**src/rtl/fwd_pkg.sv**
```systemverilog
package fwd_pkg;
  localparam int unsigned SEL_W = 2;
  localparam int unsigned NUM_SRC = 2;

  typedef enum logic [SEL_W-1:0] {
    SEL_RF  = 2'b00,
    SEL_MEM = 2'b01,
    SEL_WB  = 2'b10
  } fwd_sel_e;
endpackage

```
**src/rtl/fwd_stage_regs.sv**
```systemverilog
module fwd_stage_regs #(
  parameter int unsigned REG_W = 5,
  localparam int unsigned NSRC = fwd_pkg::NUM_SRC
) (
  input  logic                       clk_i,
  input  logic                       rst_ni,
  input  logic                       stall_i,
  input  logic                       id_valid_i,
  input  logic [REG_W-1:0]           id_rd_i,
  input  logic [NSRC-1:0][REG_W-1:0] id_rs_i,
  input  logic                       id_we_i,
  input  logic                       id_load_i,
  output logic                       ex_valid_o,
  output logic [REG_W-1:0]           ex_rd_o,
  output logic [NSRC-1:0][REG_W-1:0] ex_rs_o,
  output logic                       ex_we_o,
  output logic                       ex_load_o,
  output logic                       mem_valid_o,
  output logic [REG_W-1:0]           mem_rd_o,
  output logic                       mem_we_o,
  output logic                       wb_valid_o,
  output logic [REG_W-1:0]           wb_rd_o,
  output logic                       wb_we_o
);
  always_ff @(posedge clk_i or negedge rst_ni) begin
    if (!rst_ni) begin
      ex_valid_o  <= 1'b0;
      ex_rd_o     <= '0;
      ex_rs_o     <= '0;
      ex_we_o     <= 1'b0;
      ex_load_o   <= 1'b0;
      mem_valid_o <= 1'b0;
      mem_rd_o    <= '0;
      mem_we_o    <= 1'b0;
      wb_valid_o  <= 1'b0;
      wb_rd_o     <= '0;
      wb_we_o     <= 1'b0;
    end else begin
      // bubble on stall: decode is held upstream
      ex_valid_o  <= id_valid_i & ~stall_i;
      ex_rd_o     <= id_rd_i;
      ex_rs_o     <= id_rs_i;
      ex_we_o     <= id_we_i & ~stall_i;
      ex_load_o   <= id_load_i & ~stall_i;
      mem_valid_o <= ex_valid_o;
      mem_rd_o    <= ex_rd_o;
      mem_we_o    <= ex_we_o;
      wb_valid_o  <= mem_valid_o;
      wb_rd_o     <= mem_rd_o;
      wb_we_o     <= mem_we_o;
    end
  end
endmodule

```
**src/rtl/fwd_operand_sel.sv**
```systemverilog
module fwd_operand_sel #(
  parameter int unsigned REG_W = 5
) (
  input  logic                    ex_valid_i,
  input  logic [REG_W-1:0]        src_i,
  input  logic                    mem_valid_i,
  input  logic [REG_W-1:0]        mem_rd_i,
  input  logic                    mem_we_i,
  input  logic                    wb_valid_i,
  input  logic [REG_W-1:0]        wb_rd_i,
  input  logic                    wb_we_i,
  output fwd_pkg::fwd_sel_e       sel_o
);
  logic src_live, mem_hit, wb_hit;

  assign src_live = ex_valid_i && (src_i != '0);
  assign mem_hit  = src_live && mem_valid_i && mem_we_i && (mem_rd_i == src_i);
  assign wb_hit   = src_live && wb_valid_i && wb_we_i && (wb_rd_i == src_i);

  always_comb begin
    if (mem_hit)     sel_o = fwd_pkg::SEL_MEM;
    else if (wb_hit) sel_o = fwd_pkg::SEL_WB;
    else             sel_o = fwd_pkg::SEL_RF;
  end
endmodule

```
**src/rtl/fwd_load_use.sv**
```systemverilog
module fwd_load_use #(
  parameter int unsigned REG_W = 5,
  localparam int unsigned NSRC = fwd_pkg::NUM_SRC
) (
  input  logic                       ex_valid_i,
  input  logic                       ex_load_i,
  input  logic                       ex_we_i,
  input  logic [REG_W-1:0]           ex_rd_i,
  input  logic                       id_valid_i,
  input  logic [NSRC-1:0][REG_W-1:0] id_rs_i,
  output logic                       stall_o
);
  logic [NSRC-1:0] hit;

  for (genvar g = 0; g < NSRC; g++) begin : g_src
    assign hit[g] = (id_rs_i[g] == ex_rd_i);
  end

  assign stall_o = ex_valid_i && ex_load_i && ex_we_i && (ex_rd_i != '0)
                   && id_valid_i && (|hit);
endmodule

```
**src/rtl/fwd_unit.sv**
```systemverilog
module fwd_unit #(
  parameter int unsigned REG_W = 5
) (
  input  logic             clk_i,
  input  logic             rst_ni,
  input  logic             id_valid_i,
  input  logic [REG_W-1:0] id_rd_i,
  input  logic [REG_W-1:0] id_rs_a_i,
  input  logic [REG_W-1:0] id_rs_b_i,
  input  logic             id_we_i,
  input  logic             id_load_i,
  output logic [1:0]       fwd_a_sel_o,
  output logic [1:0]       fwd_b_sel_o,
  output logic             stall_o
);
  localparam int unsigned NSRC = fwd_pkg::NUM_SRC;

  logic [NSRC-1:0][REG_W-1:0] id_rs, ex_rs;
  logic                       ex_valid, ex_we, ex_load;
  logic [REG_W-1:0]           ex_rd, mem_rd, wb_rd;
  logic                       mem_valid, mem_we, wb_valid, wb_we;
  fwd_pkg::fwd_sel_e          sel [NSRC];

  assign id_rs[0] = id_rs_a_i;
  assign id_rs[1] = id_rs_b_i;

  fwd_stage_regs #(.REG_W(REG_W)) u_regs (
    .clk_i, .rst_ni,
    .stall_i     (stall_o),
    .id_valid_i, .id_rd_i,
    .id_rs_i     (id_rs),
    .id_we_i, .id_load_i,
    .ex_valid_o  (ex_valid),
    .ex_rd_o     (ex_rd),
    .ex_rs_o     (ex_rs),
    .ex_we_o     (ex_we),
    .ex_load_o   (ex_load),
    .mem_valid_o (mem_valid),
    .mem_rd_o    (mem_rd),
    .mem_we_o    (mem_we),
    .wb_valid_o  (wb_valid),
    .wb_rd_o     (wb_rd),
    .wb_we_o     (wb_we)
  );

  for (genvar g = 0; g < NSRC; g++) begin : g_op
    fwd_operand_sel #(.REG_W(REG_W)) u_sel (
      .ex_valid_i  (ex_valid),
      .src_i       (ex_rs[g]),
      .mem_valid_i (mem_valid),
      .mem_rd_i    (mem_rd),
      .mem_we_i    (mem_we),
      .wb_valid_i  (wb_valid),
      .wb_rd_i     (wb_rd),
      .wb_we_i     (wb_we),
      .sel_o       (sel[g])
    );
  end

  assign fwd_a_sel_o = sel[0];
  assign fwd_b_sel_o = sel[1];

  fwd_load_use #(.REG_W(REG_W)) u_lu (
    .ex_valid_i (ex_valid),
    .ex_load_i  (ex_load),
    .ex_we_i    (ex_we),
    .ex_rd_i    (ex_rd),
    .id_valid_i,
    .id_rs_i    (id_rs),
    .stall_o
  );
endmodule

```
**config.mk**
```make
export PLATFORM = sky130hd
export DESIGN_NAME = fwd_unit
export DESIGN_NICKNAME = d
export VERILOG_FILES = /design/src/rtl/fwd_pkg.sv /design/src/rtl/fwd_stage_regs.sv /design/src/rtl/fwd_operand_sel.sv /design/src/rtl/fwd_load_use.sv /design/src/rtl/fwd_unit.sv
export SDC_FILE = /design/constraint.sdc
export NUM_CORES = 1
export LEC_CHECK = 0
export ABC_AREA = 1
export BUFFER_PORTS_ARGS = -buffer_cell sky130_fd_sc_hd__buf_2
export CELL_PAD_IN_SITES_DETAIL_PLACEMENT = 0
export CELL_PAD_IN_SITES_GLOBAL_PLACEMENT = 1
export CORE_AREA = 2 2 73 68
export CTS_CLUSTER_SIZE = 8
export DETAILED_ROUTE_END_ITERATION = 10
export DIE_AREA = 0 0 75 70
export GPL_ROUTABILITY_DRIVEN = 0
export MAX_ROUTING_LAYER = met4
export PLACE_DENSITY = 0.66
export SYNTH_ARGS = -nofsm -noshare
export SYNTH_HDL_FRONTEND = slang
export SYNTH_SLANG_ARGS = --single-unit
```
**constraint.sdc**
```tcl
create_clock -name clk_i -period 3 [get_ports clk_i]
set_input_delay 0.45 -clock clk_i [delete_from_list [all_inputs] [get_ports clk_i]]
set_output_delay 0.45 -clock clk_i [all_outputs]
set_load 0.05 [all_outputs]
```
### After elaboration in Yosys (flattened, before gate mapping)

Index checks and enable logic that the tools add are counted.

* eq/ne operators: 6
* multiplexer cells: 4
* bitwise gates (word level): 4
* reductions and logical operators: 23

Operators by type and width (count)
* equality test 5 bit: 6
* logical AND 1 bit: 19
* nonzero test 5 bit: 3
* 2-to-1 mux 2 bit: 4
* AND 1 bit: 3
* OR reduction 2 bit: 1
* NOT 1 bit: 1

* bits in registers: 32
* input port bits: 20
* output and inout port bits: 5
* word-level logic and storage cells: 49

### Depth between registers and ports, before layout

* depth in word-level cells: 7
* mapped depth: 7
* mapped depth without buffers: 7

### Cells and area by module

From an unflattened synthesis, not the netlist that was laid out.

* cells, all modules: 197
* area, all modules: 1497.7 µm²

Modules (own cells, without submodules)
* fwd_stage_regs: times used 1, cells an instance 38, area an instance 823.3 µm², sequential area each 800.8 µm²
* fwd_operand_sel: times used 2, cells an instance 56, area an instance 235.2 µm², sequential area each 0.0 µm²
* fwd_load_use: times used 1, cells an instance 47, area an instance 203.9 µm², sequential area each 0.0 µm²

### Least setup slack after synthesis

Ideal clock, no wire load.

* path kind: input to output
* start: in id_rs_b_i[4]
* end: out stall_o
* arrival: 1.554 ns
* data required time: 2.550 ns
* path slack: 0.996 ns
* stages on the path: 6
* buffers on the path: 0
* cell sequence: inv_1 nand2_1 nand2_1 nor2_2 nand3_2 a21oi_1

* cells in the longest elaborated chain, start to end: 3

Ends and longest elaborated chain
* start: declaration: RTL line fwd_unit.sv:9 `input logic [REG_W-1:0] id_rs_b_i,`
* equality test 5 bit: RTL line fwd_load_use.sv:16 `assign hit[g] = (id_rs_i[g] == ex_rd_i);`
* OR reduction 2 bit: RTL line fwd_load_use.sv:20 `&& id_valid_i && (|hit);`
* logical AND 1 bit: RTL line fwd_load_use.sv:20
* end: declaration: RTL line fwd_unit.sv:14 `output logic stall_o`

No other way between the ends.

### Worst setup path in the final report

* start: reg u_regs.ex_rd_o[0]
* end: out stall_o

* cells in the longest elaborated chain, start to end: 4
* elaborated cells between the ends (all ways): 7
* those cells by class: eq/ne: 2; reduce/logical: 5

Ends and longest elaborated chain
* start: declaration: RTL line fwd_stage_regs.sv:14 `output logic [REG_W-1:0] ex_rd_o,`
* start signal: assignment: RTL line fwd_stage_regs.sv:41 `ex_rd_o <= id_rd_i;`
* nonzero test 5 bit: RTL line fwd_load_use.sv:19 `assign stall_o = ex_valid_i && ex_load_i && ex_we_i && (ex_rd_i != '0)`
* logical AND 1 bit: RTL line fwd_load_use.sv:19
* logical AND 1 bit: RTL line fwd_load_use.sv:20
* logical AND 1 bit (*): RTL line fwd_load_use.sv:20

Every way passes the cells marked *; elsewhere a longest branch is shown, timed or not.

==> impl_metrics.yaml <==
synthesis:
  avgSynthCellArea_um2: 8.10
  syn_area_mm2: 0.00146
  synthDistinctLibCells: 21
  ys_ff_latch: 32
  synth-edff-count: 0
  synth_fp_nets: 200
  ys_seq_area_share_pct: 54.9
  synthArstFlopShare_pct: 100
  synth_cells: 180
  synth_warnings: 0
  synthFlopType: "dfrtp_1"
clocking:
  root_buffer: "clkbuf_8"
  htreeDepth: 2
  cts_inserted_buffers: 5
  cts_tree: "yes"
  clk_pin_slew_ns: 0.06
  clockBufferDepth: 2
  hold_buffers: 0
  postCtsSetupRepairBufs: 0
  cts_resized: 0
  worst_skew_pair.late_latency_ns: 0.27
  clock-sinks: 32
setup_path:
  startpoint_type: "flop"
  crit_path_max_fanout: 6
  cpPeakStageDelay_ns: 0.43
  crit_path_cell_trace: "nor2_1 > nor2_1 > nor2_1 > nand3_1 > a21oi_1 > buf_2"
  slowest_stage: "dfrtp_1"
  cp.required_ns: 2.55
  crit_type: "reg -> out"
  crit_top_cell: "nor2_1"
  crit_buf_inv: 1
  path_delay_family: "flip-flops"
  worst_setup_path_end_kind: "output pin"
  arrival_ns: 1.54
die:
  fp-row-count: 24
  start_util_pct: 31.8
  dieHeight_um: 70
  die_w_um: 75
  top_level_ports: 25
  core_mm2: 0.00459
  die_area_mm2: 0.00525
sta:
  worst_slew_pin_slew_ns: 0.674
  fmax_mhz: 503
  hold_violations: 0
  tns_ns: 0
  timing.final.crit_share_pct: 66.2
  relSlewSlack_pct: 55.0
  drv_slew: 0
  skew_ns: 0.00193
  period_needed_ns: 1.99
  whs_ns: 0.210
  finalSetupViolCount: 0
  rsz0062_at_grt: "false"
outcome:
  run_status: "finished, final reports clean"
final_layout:
  diodes: 0
  layoutNonFillerInstCount: 274
  drive_above_1_share_pct: 20.6
  area_growth_syn_to_layout_pct: 18.1
  final_nets: 229
pwr:
  leakagePower_nw: 0.940
  cellPowerDensity_mw_per_mm2: 498
  switchingPower_w: 0.000212
  ir_drop_mv: 0.255
  total_power_w: 0.000859
  swShare_pct: 24.7
  internal-power_w: 0.000647
  combPwrFrac_pct: 10.4
  pwr-share-seq_pct: 55.1
  p_clk_share_pct: 34.5
global_route:
  gr-usage-met2_pct: 17.3
  grtUsageTotal_pct: 12.4
  grt_use_met3_pct: 3.90
  grt.overflow.total: 0
  use_met1_pct: 16.6
  antenna_found_initial: 0
  grt_pass1_wl_mm: 4.62
  grt_max_degree: 33
  grt-busiest-layer: "met2"
  grt_pass1_vias: 1003
route:
  drt_iter0_drc: 40
  wl_mm: 2.67
  via_per_inst: 3.99
  dr.pass1.iters: 4
  wl_per_cell_um: 9.74
  drc: 0
  via_count: 1094
  ant_nets: 0
placement:
  numPortBuffers: 24
  dpl.cell_count: 267
  post-dp-hpwl_mm: 2.17
worst_hold_path:
  hold_class: "in -> async"
flow_run:
  maxCapViolations: 0
==> power groups by stage <==
stage / clock (W) / combinational [W] / sequential [W]
3_3_place_gp: 0 / 0.0000923 / 0.000482
6_report: 0.000296 / 0.0000893 / 0.000473
5_1_grt: 0.000335 / 0.000105 / 0.000477
4_1_cts: 0.000310 / 0.0000920 / 0.000474
2_1_floorplan: 0 / 0.0000563 / 0.000477
3_5_place_dp: 0 / 0.0000916 / 0.000482
==> per-stage QoR <==
step / setup WS [ns] / area [um^2] / util [%]
finish: 1.01 / 1720 / 37.5
global route: 0.859 / 1720 / 37.5
CTS: 0.959 / 1720 / 37.5
detailed placement: 1.15 / 1650 / 35.8
global placement: 1.14 / 1650 / 35.8
floorplan: 0.996 / 1460 / -
==> Yosys cell counts (3+ instances only) <==
cell | count | area, um^2
nor2_2 | 4 | 25.0
inv_2 | 6 | 22.5
inv_1 | 28 | 105
nand3_1 | 7 | 35.0
nor2_1 | 18 | 67.6
dfrtp_1 | 32 | 801
xnor2_1 | 4 | 35.0
a21oi_1 | 4 | 20.0
nor3_1 | 3 | 15.0
nand2_1 | 56 | 210
o21ai_1 | 5 | 25.0
==> area by class of cell <==
cell class / instances / area [um^2]
timing repair buffer: 24 / 120
inverter: 34 / 128
multi-input combinational: 112 / 515
fill: 481 / 2870
sequential: 32 / 801
clock buffer: 6 / 72.6
tap: 65 / 81.3
clock inverter: 1 / 5.00
==> layer usage <==
layer  wire (um)  vias up
met1        1280      468
met4          61        0
met5           0        -
li1            -      602
met2        1230       19
met3          93        5
==> cells by family (layout without fill, tap and decap cells) <==
logic type,after synthesis,count (layout),share of synthesized area [%]
and+or+nand+nor,95,95,27.9
DFF,32,32,54.9
xor gates and xnor gates,5,5,3.00
AOI/OAI and AO/OA,12,12,4.46
buffers and inverters,36,65,9.78
==> final timing paths <==
check	start	to	slack, ns	depth (start not counted)
hold reg to reg	u_regs.mem_valid_o$_DFF_PN0_	u_regs.wb_valid_o$_DFF_PN0_	0.38	0
max in group asynchronous	rst_ni	u_regs.wb_we_o$_DFF_PN0_	2.35	1
min in group clk_i	id_rd_i[1]	u_regs.ex_rd_o[1]$_DFF_PN0_	0.28	1
setup reg to reg	u_regs.ex_rd_o[0]$_DFF_PN0_	u_regs.ex_load_o$_DFF_PN0_	1.87	5
setup / recovery	u_regs.ex_rd_o[0]$_DFF_PN0_	stall_o	1.01	6
hold / removal	rst_ni	u_regs.ex_rd_o[0]$_DFF_PN0_	0.21	1
==> state kept, by name, summed over array words and instances (netlist names), 5 cells and up <==
name	count
u_regs.mem_rd_o	5
u_regs.ex_rd_o	5
u_regs.wb_rd_o	5
u_regs.ex_rs_o	10
==> layout by cell type, fill, tap and decap left out, types with 2 or more instances in the layout <==
cell type	count
buf_2	24
dfrtp_1	32
inv_1	28
nor2_1	18
clkbuf_8	5
nand3_1	7
nor3_1	3
nand2_1	56
o21ai_1	5
xnor2_1	4
a21oi_1	4
inv_2	6
nand3b_1	2
nor2_2	4
nand4_1	2
(Power assumes the default switching activity.)
